### src/rtl/bmf_pkg.sv
package bmf_pkg;

  typedef enum logic [1:0] {
    ST_SLEEP = 2'd0,
    ST_HOLD  = 2'd1,
    ST_RAMP  = 2'd2,
    ST_LIVE  = 2'd3
  } stage_t;

  // comparator slots in the filtered vector
  localparam int NCMP     = 6;
  localparam int CMP_HOT  = 0;
  localparam int CMP_COOL = 1;
  localparam int CMP_CRIT = 2;
  localparam int CMP_OC   = 3;
  localparam int CMP_UVP  = 4;
  localparam int CMP_UVL  = 5;

  typedef struct packed {
    logic hi;
    logic lo;
  } leg_t;

  function automatic leg_t leg_drive(input logic level, input logic off);
    leg_t r;
    r.hi = ~off & level;
    r.lo = ~off & ~level;
    return r;
  endfunction

endpackage

### src/rtl/bmf_glitch_filter.sv
module bmf_glitch_filter #(
  parameter int PERSIST = 4
) (
  input  logic clk,
  input  logic rst_n,
  input  logic raw,
  output logic accepted
);
  localparam int CW = $clog2(PERSIST + 1);

  logic          s1, s2;
  logic [CW-1:0] run_len;

  always_ff @(posedge clk or negedge rst_n) begin
    if (!rst_n) begin
      s1      <= 1'b0;
      s2      <= 1'b0;
      run_len <= '0;
    end else begin
      s1 <= raw;
      s2 <= s1;
      if (!s2)
        run_len <= '0;
      else if (run_len != CW'(PERSIST))
        run_len <= run_len + 1'b1;
    end
  end

  assign accepted = (run_len == CW'(PERSIST));
endmodule

### src/rtl/bmf_flag_logic.sv
module bmf_flag_logic (
  input  logic clk,
  input  logic rst_n,
  input  logic mute_n,
  input  logic fault_any,
  input  logic hot_ok,
  input  logic cool_ok,
  output logic err_q,
  output logic warn_q
);
  logic mute_prev;
  logic rearm;

  assign rearm = mute_n & ~mute_prev;

  always_ff @(posedge clk or negedge rst_n) begin
    if (!rst_n) begin
      mute_prev <= 1'b0;
      err_q     <= 1'b0;
      warn_q    <= 1'b0;
    end else begin
      mute_prev <= mute_n;
      // a present fault wins over the re-arm toggle
      err_q <= fault_any | (err_q & ~rearm);
      if (hot_ok)
        warn_q <= 1'b1;
      else if (cool_ok)
        warn_q <= 1'b0;
    end
  end
endmodule

### src/rtl/bmf_sequencer.sv
module bmf_sequencer
  import bmf_pkg::*;
#(
  parameter int TURN_ON_CYC = 8
) (
  input  logic clk,
  input  logic rst_n,
  input  logic standby_n,
  input  logic mute_n,
  input  logic blocked,
  output logic live
);
  localparam int CW = $clog2(TURN_ON_CYC + 1);

  stage_t        st;
  logic [CW-1:0] ramp_cnt;

  always_ff @(posedge clk or negedge rst_n) begin
    if (!rst_n) begin
      st       <= ST_SLEEP;
      ramp_cnt <= '0;
    end else if (!standby_n) begin
      st       <= ST_SLEEP;
      ramp_cnt <= '0;
    end else begin
      unique case (st)
        ST_SLEEP: st <= ST_HOLD;
        ST_HOLD: begin
          ramp_cnt <= '0;
          if (mute_n && !blocked) st <= ST_RAMP;
        end
        ST_RAMP: begin
          if (!mute_n || blocked) begin
            st <= ST_HOLD;
          end else if (ramp_cnt == CW'(TURN_ON_CYC - 1)) begin
            st <= ST_LIVE;
          end else begin
            ramp_cnt <= ramp_cnt + 1'b1;
          end
        end
        ST_LIVE: if (!mute_n || blocked) st <= ST_HOLD;
        default: st <= ST_SLEEP;
      endcase
    end
  end

  assign live = (st == ST_LIVE);
endmodule

### src/rtl/bridge_guard.sv
module bridge_guard
  import bmf_pkg::*;
#(
  parameter int NCH         = 2,
  parameter int TURN_ON_CYC = 40000,
  parameter int FILTER_CYC  = 8
) (
  input  logic             clk,
  input  logic             rst_n,
  input  logic             standby_n,
  input  logic             mute_n,
  input  logic [NCH-1:0]   pwm_p,
  input  logic [NCH-1:0]   pwm_n,
  input  logic             temp_hot,
  input  logic             temp_cool,
  input  logic             temp_crit,
  input  logic             over_cur,
  input  logic             pwr_rail_low,
  input  logic             logic_rail_low,
  output logic [2*NCH-1:0] hs_en,
  output logic [2*NCH-1:0] ls_en,
  output logic             hiz,
  output logic             warn_pull,
  output logic             err_pull
);
  localparam int NHB = 2 * NCH;

  logic [NCMP-1:0] cmp_raw, cmp_ok;
  logic            fault_any, err_q, live;

  assign cmp_raw[CMP_HOT]  = temp_hot;
  assign cmp_raw[CMP_COOL] = temp_cool;
  assign cmp_raw[CMP_CRIT] = temp_crit;
  assign cmp_raw[CMP_OC]   = over_cur;
  assign cmp_raw[CMP_UVP]  = pwr_rail_low;
  assign cmp_raw[CMP_UVL]  = logic_rail_low;

  for (genvar k = 0; k < NCMP; k++) begin : g_filt
    bmf_glitch_filter #(.PERSIST(FILTER_CYC)) u_filt (
      .clk      (clk),
      .rst_n    (rst_n),
      .raw      (cmp_raw[k]),
      .accepted (cmp_ok[k])
    );
  end

  assign fault_any = |cmp_ok[CMP_UVL:CMP_CRIT];

  bmf_flag_logic u_flags (
    .clk       (clk),
    .rst_n     (rst_n),
    .mute_n    (mute_n),
    .fault_any (fault_any),
    .hot_ok    (cmp_ok[CMP_HOT]),
    .cool_ok   (cmp_ok[CMP_COOL]),
    .err_q     (err_q),
    .warn_q    (warn_pull)
  );

  bmf_sequencer #(.TURN_ON_CYC(TURN_ON_CYC)) u_seq (
    .clk       (clk),
    .rst_n     (rst_n),
    .standby_n (standby_n),
    .mute_n    (mute_n),
    .blocked   (err_q | fault_any),
    .live      (live)
  );

  assign err_pull = err_q;
  assign hiz      = ~mute_n | ~standby_n | ~live | err_q | fault_any;

  for (genvar c = 0; c < NCH; c++) begin : g_chan
    leg_t pos_leg, neg_leg;
    assign pos_leg = leg_drive(pwm_p[c], hiz);
    assign neg_leg = leg_drive(pwm_n[c], hiz);
    assign hs_en[2*c]   = pos_leg.hi;
    assign ls_en[2*c]   = pos_leg.lo;
    assign hs_en[2*c+1] = neg_leg.hi;
    assign ls_en[2*c+1] = neg_leg.lo;
  end

  if (NHB < 2) begin : g_bad_cfg
    initial $error("bridge_guard needs at least one channel");
  end
endmodule

### config.mk
export PLATFORM = sky130hd
export DESIGN_NAME = bridge_guard
export DESIGN_NICKNAME = d
export VERILOG_FILES = /design/src/rtl/bmf_pkg.sv /design/src/rtl/bmf_glitch_filter.sv /design/src/rtl/bmf_flag_logic.sv /design/src/rtl/bmf_sequencer.sv /design/src/rtl/bridge_guard.sv
export SDC_FILE = /design/constraint.sdc
export NUM_CORES = 1
export LEC_CHECK = 0
export BUFFER_PORTS_ARGS = -buffer_cell sky130_fd_sc_hd__buf_2
export CORE_MARGIN = 10
export CORE_UTILIZATION = 62
export CTS_BUF_LIST = sky130_fd_sc_hd__clkbuf_4 sky130_fd_sc_hd__clkbuf_8
export CTS_CLUSTER_SIZE = 28
export DETAILED_ROUTE_END_ITERATION = 6
export PLACE_DENSITY = 0.9
export SETUP_SLACK_MARGIN = 0.05
export SYNTH_ARGS = -nofsm -noshare
export SYNTH_HDL_FRONTEND = slang
export SYNTH_SLANG_ARGS = --single-unit
### constraint.sdc
create_clock -name clk -period 3.1 [get_ports clk]
set_clock_uncertainty 0.15 [all_clocks]
set_input_delay 0.62 -clock clk [delete_from_list [all_inputs] [get_ports clk]]
set_output_delay 0.62 -clock clk [all_outputs]
set_load 0.005 [all_outputs]
==> results of run 1 <==
[cells in the final DEF (no fill, tap or decap), types with 2 or more instances in the layout]
master / n
dfrtp_1: 57
nand2_1: 26
buf_2: 24
and2_1: 18
inv_1: 16
ha_1: 16
nor2_1: 15
a21oi_1: 14
clkbuf_8: 13
xnor2_1: 12
nor2b_1: 11
nand3_1: 11
buf_4: 10
mux2i_1: 8
nand4_1: 8
nand3b_1: 5
o21ai_0: 5
and3_1: 5
and4_1: 4
nand2b_1: 3
inv_2: 2
and2_2: 2
nor3b_4: 2
nor4_1: 2
o211ai_1: 2
or4_1: 2
o31ai_1: 2
o21ai_1: 2
o21bai_1: 2
o31a_1: 2
a41oi_1: 2
nor3_1: 2
[routing by layer]
layer | GRT usage | share of wire
met1 | 0.2000 | 0.40
met2 | 0.2626 | 0.50
met3 | 0.06158 | 0.067
met4 | 0.06608 | 0.027
met5 | 0 | 0
[power groups by stage]
stage | clock, mW | sequential [mW] | combinational, mW
6_report | 0.734 | 0.807 | 0.165
5_1_grt | 0.789 | 0.811 | 0.187
3_3_place_gp | 0 | 0.816 | 0.145
4_1_cts | 0.748 | 0.806 | 0.155
2_1_floorplan | 0 | 0.812 | 0.100
3_5_place_dp | 0 | 0.819 | 0.153
[layout make-up]
cell class	count	area (um2)	area share
clock inverters	2	35.03	0.01036
flip-flops and latches	57	1426	0.4216
inverters	18	67.56	0.01997
clock buffers	13	178.9	0.05288
well taps	52	65.06	0.01923
repair buffers	34	195.2	0.05769
multi-input cells	202	1415	0.4183
[cell families after synthesis]
group | count (synthesis) | share of synthesized area
xor gates and xnor gates | 12 | 0.03587
buffers and inverters | 23 | 0.03202
adders and majority gates | 16 | 0.06832
and+or+nand+nor | 124 | 0.2541
muxes | 8 | 0.02733
DFF | 57 | 0.4868
AOI/OAI and AO/OA | 42 | 0.09565
[state kept, by name (all words and copies together), names as in the netlist]
signal	cells
u_flags.mute_prev	1
g_filt.u_filt.s1	6
g_filt.u_filt.s2	6
u_seq.ramp_cnt	16
u_seq.st	2
u_flags.warn_q	1
u_flags.err_q	1
g_filt.u_filt.run_len	24
[worst max-delay path, delay by kind of cell (launching register included)]
| kind | cells | cell delay [ns] |
|---|---|---|
| fa+ha+maj | 1 | 0.18 |
| buf+inv | 2 | 0.20 |
| flops | 1 | 0.41 |
| simple gates | 5 | 1.03 |
[through the flow]
| stage | instances | total power [mW] |
|---|---|---|
| global route | 378 | 1.786 |
| CTS | 371 | 1.709 |
| finish | 378 | 1.705 |
| detailed placement | 356 | 0.9718 |
| floorplan | 282 | 0.9119 |
| global placement | 356 | 0.9617 |
[worst min-delay path by stage]
stage,startpoint,to,cells after the start
5_1_grt,rst_n,u_seq.ramp_cnt[14],1
2_1_floorplan,rst_n,g_filt[0].u_filt.run_len[0],0
4_1_cts,rst_n,u_seq.ramp_cnt[14],1
6_report,rst_n,u_seq.ramp_cnt[10],1
3_3_place_gp,g_filt[2].u_filt.s1,g_filt[2].u_filt.s2,0
3_5_place_dp,g_filt[0].u_filt.s1,g_filt[0].u_filt.s2,0
[timing repair]
action                     in CTS  in global routing
resized for setup               0                  4
buffers inserted                0                  7
setup endpoints to repair       0                  9
==> results.md, run 1 <==
- DP Wirelength: between 4000 and 5000 um
- Fin. Hold Viols: 0
- NetSw: 0.4063 mW
- Placement Setup Slack: 0.4695 ns
- Slew Limit Fails: 0
- Die area: 0.007877 mm2
- Critical path class: reg -> out
- Area after DPL: roughly 0.0031 mm2
- Number of synthesized register bits: 57
- Fmax: around 340 MHz
- Core Area: 0.004474 mm2
- Leak pwr: ~1.6 nW
- Vias in the first global route: ~2.2k
- Combinational Power Share: 0.097
- Most common cell in the netlist: dfrtp_1
- HP Class: in -> async
- Crit path cell chain: inv_2, ha_1, nand3b_1, and4_1, and2_2, and3_4, and2_1, buf_2
- Status: finished, final reports clean
- Power Internal: ~1.3 mW
- CTS H-tree lvls: 3
- Clk sinks: 57
- Worst r2r dst: u_seq.ramp_cnt[1]
- # nets final: between 300 and 400
- Finished layout cell area: 0.003383 mm2
- Via Count: 2351
- Fin worst setup slack: between 0.15 and 0.2 ns
- Final setup TNS: 0 ns
- Routed wire per std cell: approximately 17 um
- First DRT Iteration DRCs: 187
- Number of synthesized flops with an enable pin: 0
- Die X-Extent: approximately 89 um
- Syn Nets: 312
- Syn avg cell area: 10.39 um2
- Post-synth top flop: dfrtp_1
- Remaining DRCs: 0
- Slew margin rel.: 0.6134
- Worst vdd ir: 0.3286 mV
- Sw frac: 0.2382
- Worst Tran Pin Value: 0.5785 ns
- Remaining antenna violation count: 0
- Hold-fix buffers, CTS: 0
- Sequential cell area fraction in the yosys report: 0.4868
- Initial antenna violation count: 0
- Layout area overhead: 15.46%
- RSZ-0062 raised after global routing: no
- Largest net degree at the start of global routing: 23
- Required time worst endpoint: 2.33 ns
- Clock root cell: clkbuf_8
- Worst setup endpoint: hs_en[2]
- Crit path launch type: flop
- Number of fill cells: 279
- Worst Hold Slack: 0.08146 ns
- Dominant cell type by area after synthesis: dfrtp_1
- Layout Utilization: 0.7562
- Crit end category: output port
- Total Routing Usage GR: 0.1658
- Clock tree buffer depth: 2
- Clock power frac: 0.430
- Post-Syn Instances: 282
- Slowest-stage cell, CP: dfrtp_1
- Total gr overflow: 0
- Critical path launch point: g_filt[5].u_filt.run_len[0]
- CP Max Fanout: 5
- Async SR Flop Fraction: 1.000
- Num rows: 24
- Maximum Capacitance Violations: 0
- Via density: 6.220
- Worst r2r path cells: 8
- Reg-to-reg slack, setup: about 0.74 ns
- Starting Density: 0.6549
- First-pass GRT wire length: 10180 um
- Synth top area share: 0.4868
- Top cells by area, synth: dfrtp_1, ha_1, and2_1
- Reg-to-reg critical path startpoint: g_filt[5].u_filt.run_len[0]
- Sequential share of power: 0.473
- Ys Warns: 0
- CTS Buf Count: 9
- Tcrit/Tclk final: 0.9493
- Clock transition at path regs: around 0.060 ns
- CP peak stage delay: 0.41 ns
- Syn Std Cell Area: 0.002930 mm2
- Synth unique cells: 50
- Routability cong.: 0.8768
- Clk_lat worst skew: roughly 0.34 ns
- N_diodes: 0
- Port bufs: 24
- Setup-failing EPs final: 0
- DR pass1 iterations: 5
- Layout cells sized above 1: 0.1963
- Power Dens Cells: 504.1 mW/mm2
- Post-layout min period: roughly 2.9 ns
- # IOs: 25
- Most instantiated cells after synthesis: dfrtp_1, nand2_1, and2_1
- Die Ht: 88.75 um
- Routed WL: 6534 um
- TritonCTS clock tree: built
- CP arrival: around 2.2 ns
Note: power is estimated with default switching activity, not from simulation.
==> run 2, diff against run 1 <==
--- a/config.mk
+++ b/config.mk
@@ -11,6 +11,7 @@
 export CTS_BUF_LIST = sky130_fd_sc_hd__clkbuf_4 sky130_fd_sc_hd__clkbuf_8
 export CTS_CLUSTER_SIZE = 28
 export DETAILED_ROUTE_END_ITERATION = 6
+export MAX_ROUTING_LAYER = met4
 export PLACE_DENSITY = 0.9
 export SETUP_SLACK_MARGIN = 0.05
 export SYNTH_ARGS = -nofsm -noshare
==> results.md, run 2 (same netlist as run 1, synthesis figures left out) <==
- # nets final: 352 (unchanged)
- Layout area overhead: 15.46% (unchanged)
- Number of fill cells: 279 (unchanged)
- Initial antenna violation count: 0 (unchanged)
- DR pass1 iterations: 5 (unchanged)
- Die X-Extent: 88.75 um (unchanged)
- Critical path class: reg -> out
- Leak pwr: 1.577 nW (unchanged)
- Largest net degree at the start of global routing: 23 (unchanged)
- Register area: 0.001426 mm2 (unchanged)
- HP Class: in -> async
- Routability cong.: 0.8913 (+1.7%)
- CTS Buf Count: 9 (unchanged)
- Core Area: 0.004474 mm2 (unchanged)
- TritonCTS clock tree: built
- Area after DPL: 0.003112 mm2 (unchanged)
- Fmax: 338.9 MHz (-0.29%)
- Slew Limit Fails: 0 (unchanged)
- Total gr overflow: 0 (unchanged)
- Clock root cell: clkbuf_8
- Clk_lat worst skew: 0.34 ns (about the same)
- Via density: 6.127 (-1.5%)
- Clk sinks: 57 (unchanged)
- Most frequent cells in the layout: dfrtp_1, nand2_1, buf_2, and2_1
- Num rows: 24 (unchanged)
- RSZ-0062 raised after global routing: no
- Die Ht: 88.75 um (unchanged)
- Clock tree buffer depth: 2 (unchanged)
- Biggest register: g_filt.u_filt.run_len
- Worst vdd ir: 0.3286 mV (about the same)
- Crit end category: output port
- Routed wire per std cell: 17.14 um (-0.83%)
- Crit path launch type: flop
- Port bufs: 24 (unchanged)
- Starting Density: 0.6549 (unchanged)
- Crit path cell chain: inv_2, ha_1, nand3b_1, and4_1, and2_2, and3_4, and2_1, buf_2
- Slew margin rel.: 0.6105 (-0.002923)
- CP Max Fanout: 5 (unchanged)
- Worst Hold Slack: 0.07783 ns (-0.003633 ns)
- Area of the multi-input gates: 0.001415 mm2 (unchanged)
- Required time worst endpoint: 2.33 ns (about the same)
- Tcrit/Tclk final: 0.9520 (+0.002725)
- Die area: 0.007877 mm2 (unchanged)
- Worst Tran Pin Value: 0.5829 ns (+0.004375 ns)
- Layout Utilization: 0.7562 (unchanged)
- Clock transition at path regs: 0.06 ns (about the same)
- Max FFs per register: 24 (unchanged)
- # IOs: 25 (unchanged)
- Status: finished, final reports clean
- Remaining antenna violation count: 0 (unchanged)
- Top Registers: g_filt.u_filt.run_len: 24 flops, u_seq.ramp_cnt: 16 flops
- First-pass GRT wire length: 10210 um (+0.27%)
- Commonest non-fill, non-tap cell in the layout: dfrtp_1
- Setup-failing EPs final: 0 (unchanged)
- DP Wirelength: 4155 um (unchanged)
- Total Routing Usage GR: 0.1714 (+0.005636)
- Via Count: 2316 (-1.5%)
- Post-layout min period: 2.951 ns (+0.008446 ns)
- Power Dens Cells: 504.8 mW/mm2 (+0.14%)
- Vias in the first global route: 2208 (-0.41%)
- Remaining DRCs: 0 (unchanged)
- Layout cells sized above 1: 0.1963 (unchanged)
- Fin. Hold Viols: 0 (unchanged)
- N_diodes: 0 (unchanged)
- Slowest-stage cell, CP: dfrtp_1
- Overall power: 1.708 mW (+0.14%)
- First DRT Iteration DRCs: 192 (+2.7%)
- CP arrival: 2.18 ns (about the same)
- CTS H-tree lvls: 3 (unchanged)
- CP peak stage delay: 0.41 ns (about the same)
- Finished layout cell area: 0.003383 mm2 (unchanged)
- Maximum Capacitance Violations: 0 (unchanged)
- Final setup TNS: 0 ns (unchanged)
- Routed WL: 6480 um (-0.83%)
[run 2: cell counts in the layout (fill, tap and decap cells not counted)]
No cell type changed its count.
[run 2: layer usage]
layer | GRT usage | vias up | wire length, um | share of wire
met3 | 0.06158 | 27 | 342 | 0.053
met5 | - | - | 0 | 0
li1 | - | 1062 | - | -
met2 | 0.2613 | 95 | 3310 | 0.51
met1 | 0.2028 | 1132 | 2676 | 0.41
met4 | 0.06608 | 0 | 150 | 0.023
[run 2: where the power goes]
group,internal [mW],switching (mW)
clock network,0.453,0.284
logic,0.0678,0.0966
registers,0.779,0.0284
[run 2: layout make-up]
cell class,count,share of cell area
inverters,18,0.01997
repair buffers,34,0.05769
multi-input cells,202,0.4183
clock inverters,2,0.01036
clock buffers,13,0.05288
well taps,52,0.01923
flip-flops and latches,57,0.4216
[run 2: path summary, 6_finish.rpt]
check / start / endpoint / slack, ns / cells after the start
min reg2reg: g_filt[0].u_filt.s1 / g_filt[0].u_filt.s2 / 0.20 / 0
max reg2reg: g_filt[5].u_filt.run_len[0] / u_seq.ramp_cnt[1] / 0.72 / 8
min: rst_n / u_seq.ramp_cnt[10] / 0.08 / 1
min in group clk: g_filt[0].u_filt.s1 / g_filt[0].u_filt.s2 / 0.20 / 0
max: g_filt[5].u_filt.run_len[0] / hs_en[2] / 0.15 / 8
max in group asynchronous: rst_n / g_filt[3].u_filt.run_len[3] / 2.07 / 2
[run 2: what timing repair did]
| action | 4_1_cts | 5_1_grt |
|---|---|---|
| setup endpoints to repair | 0 | 9 |
| hold endpoints to repair | 0 | 0 |
| buffers inserted | 0 | 7 |
| hold buffers | 0 | 0 |
| resized for setup | 0 | 4 |
[run 2: worst max-delay path, delay by kind of cell, from the launching register on]
family | cells | cell delay (ns)
buffers and inverters | 2 | 0.20
adder cells (fa/ha/maj) | 1 | 0.18
flip-flops | 1 | 0.41
AND/OR/NAND/NOR | 5 | 1.05
[run 2: through the flow]
step,setup slack [ns],instances
after floorplan,0.6300,282
after global placement,0.5363,356
after detailed placement,0.4695,356
after CTS,0.06296,371
after global routing,0.03830,378
final,0.1489,378
==> run 3, diff against run 2 <==
--- a/config.mk
+++ b/config.mk
@@ -7,13 +7,12 @@
 export LEC_CHECK = 0
 export BUFFER_PORTS_ARGS = -buffer_cell sky130_fd_sc_hd__buf_2
 export CORE_MARGIN = 10
-export CORE_UTILIZATION = 62
+export CORE_UTILIZATION = 65
 export CTS_BUF_LIST = sky130_fd_sc_hd__clkbuf_4 sky130_fd_sc_hd__clkbuf_8
 export CTS_CLUSTER_SIZE = 28
 export DETAILED_ROUTE_END_ITERATION = 6
 export MAX_ROUTING_LAYER = met4
-export PLACE_DENSITY = 0.9
-export SETUP_SLACK_MARGIN = 0.05
+export PLACE_DENSITY = 0.94
 export SYNTH_ARGS = -nofsm -noshare
 export SYNTH_HDL_FRONTEND = slang
 export SYNTH_SLANG_ARGS = --single-unit
==> constraint.sdc (replaced) <==
create_clock -name clk -period 3.45 [get_ports clk]
set_clock_uncertainty 0.15 [all_clocks]
set_input_delay 0.69 -clock clk [delete_from_list [all_inputs] [get_ports clk]]
set_output_delay 0.69 -clock clk [all_outputs]
set_load 0.005 [all_outputs]
==> results.md, run 3 (same netlist as run 1, synthesis figures left out) <==
- Worst Hold Slack: 0.1972 ns (+0.1194 ns)
- Routed WL: 5926 um (-8.5%)
- Crit path launch type: flop
- CP Max Fanout: 9 (+4)
- Largest net degree at the start of global routing: 58 (+150%)
- DR pass1 iterations: 4 (-1)
- CTS H-tree lvls: 3 (unchanged)
- Area of the multi-input gates: 0.001410 mm2 (-0.35%)
- Clock transition at path regs: 0.06 ns (about the same)
- Setup-failing EPs final: 0 (unchanged)
- Final setup TNS: 0 ns (unchanged)
- Clock tree buffer depth: 2 (unchanged)
- Hold-fix buffers, CTS: 0 (unchanged)
- Port bufs: 24 (unchanged)
- Crit end category: output port
- Vias in the first global route: 2293 (+3.8%)
- Register area: 0.001426 mm2 (unchanged)
- First DRT Iteration DRCs: 174 (-9.4%)
- Clock root cell: clkbuf_8
- Power Dens Cells: 489.2 mW/mm2 (-3.1%)
- # nets final: 344 (-2.3%)
- Overall power: 1.640 mW (-4.0%)
- Number of fill cells: 274 (-1.8%)
- RSZ-0062 raised after global routing: no
- NetSw: 0.3785 mW (-7.4%)
- Remaining DRCs: 0 (unchanged)
- Fin worst setup slack: 0.2050 ns (+0.05614 ns)
- Layout cells sized above 1: 0.1693 (-0.02704)
- Combinational Power Share: 0.085 (-0.011)
- Core Area: 0.004354 mm2 (-2.7%)
- Clk_lat worst skew: 0.34 ns (about the same)
- First-pass GRT wire length: 10290 um (+0.80%)
- DP Wirelength: 4197 um (+1.0%)
- Leak pwr: 1.553 nW (-1.5%)
- Required time worst endpoint: 2.61 ns (+0.28 ns)
- Via Count: 2207 (-4.7%)
- Sequential share of power: 0.442 (-0.031)
- Slew margin rel.: 0.5313 (-0.07919)
- Post-layout min period: 3.245 ns
- Die X-Extent: 87.14 um (-1.8%)
- Remaining antenna violation count: 0 (unchanged)
- N_diodes: 0 (unchanged)
- Worst Tran Pin Value: 0.7031 ns (+0.1202 ns)
- Slew Limit Fails: 0 (unchanged)
- Critical path class: reg -> out
- Most frequent cells in the layout: dfrtp_1, nand2_1, buf_2, and2_1, inv_1
- Clk sinks: 57 (unchanged)
- Tcrit/Tclk final: 0.9406
- Power Internal: 1.261 mW (-2.9%)
- Fin. Hold Viols: 0 (unchanged)
- CP arrival: 2.40 ns (+0.22 ns)
- Top Registers: g_filt.u_filt.run_len: 24 flops, u_seq.ramp_cnt: 16 flops
- Routability cong.: 0.8650 (-3.0%)
- Die area: 0.007593 mm2 (-3.6%)
- Initial antenna violation count: 0 (unchanged)
- Maximum Capacitance Violations: 0 (unchanged)
- CTS Buf Count: 9 (unchanged)
- Max FFs per register: 24 (unchanged)
- # IOs: 25 (unchanged)
- Routed wire per std cell: 15.97 um (-6.8%)
- Total gr overflow: 0 (unchanged)
- TritonCTS clock tree: built
- Sw frac: 0.2308 (-0.008527)
- Num rows: 24 (unchanged)
- Die Ht: 87.14 um (-1.8%)
- Status: finished, final reports clean
- Post-CTS Resized: 0 (unchanged)
- Total Routing Usage GR: 0.1769 (+0.005479)
- Commonest non-fill, non-tap cell in the layout: dfrtp_1
- Starting Density: 0.6730 (+0.01807)
- Via density: 5.949 (-2.9%)
- Biggest register: g_filt.u_filt.run_len
- Worst vdd ir: 0.3002 mV (-8.7%)
- Fmax: 308.2 MHz
- Clock power frac: 0.474 (+0.043)
- Placement Setup Slack: 0.5748 ns (+0.1053 ns)
- Layout area overhead: 14.39%
- Post-CTS Setup Bufs: 0 (unchanged)
- HP Class: reg -> reg
[run 3: area by class of cell]
class	count	area share
multi-input cells	202	0.4207
clock inverters	5	0.03061
flip-flops and latches	57	0.4255
inverters	18	0.02016
repair buffers	26	0.04031
clock buffers	11	0.04330
well taps	52	0.01941
[run 3: power by group through the flow]
stage | logic (mW) | clock network, mW | registers [mW]
6_report | 0.139 | 0.777 | 0.724
5_1_grt | 0.159 | 0.810 | 0.728
4_1_cts | 0.140 | 0.784 | 0.724
3_5_place_dp | 0.138 | 0 | 0.736
3_3_place_gp | 0.129 | 0 | 0.734
2_1_floorplan | 0.0900 | 0 | 0.729
[run 3: through the flow]
| step | instances | area (um2) | utilization |
|---|---|---|---|
| 2_1_floorplan | 282 | 2930 | - |
| 3_3_place_gp | 355 | 3104 | 0.7129 |
| 3_5_place_dp | 355 | 3104 | 0.7129 |
| 4_1_cts | 371 | 3352 | 0.7698 |
| 5_1_grt | 371 | 3352 | 0.7698 |
| 6_report | 371 | 3352 | 0.7698 |
[run 3: per-layer routing]
metal	up-vias	track usage	wire (um)
li1	1048	-	-
met1	1072	0.1928	2383
met2	62	0.2791	3035
met3	25	0.06086	306
met4	0	0.09420	202
met5	-	-	0
[run 3: critical path, stage by stage (launching register included)]
cell,delay [ns]
dfrtp_1,0.38
inv_1,0.08
ha_1,0.22
nand3b_1,0.18
and4_1,0.21
buf_4,0.16
and2_1,0.22
and3_2,0.24
inv_1,0.08
nor2_1,0.13
buf_2,0.16
[run 3: worst paths after layout]
kind | slack, ns | from | depth (start not counted) | end
worst max-delay path | 0.21 | g_filt[3].u_filt.run_len[0] | 10 | ls_en[1]
worst min-delay path | 0.20 | g_filt[5].u_filt.s1 | 0 | g_filt[5].u_filt.s2
worst max register to register | 1.12 | u_seq.ramp_cnt[0] | 6 | u_seq.ramp_cnt[1]
worst min register to register | 0.20 | g_filt[5].u_filt.s1 | 0 | g_filt[5].u_filt.s2
max in group asynchronous | 2.36 | rst_n | 2 | g_filt[1].u_filt.s1
min in group asynchronous | 0.32 | rst_n | 2 | g_filt[4].u_filt.s1
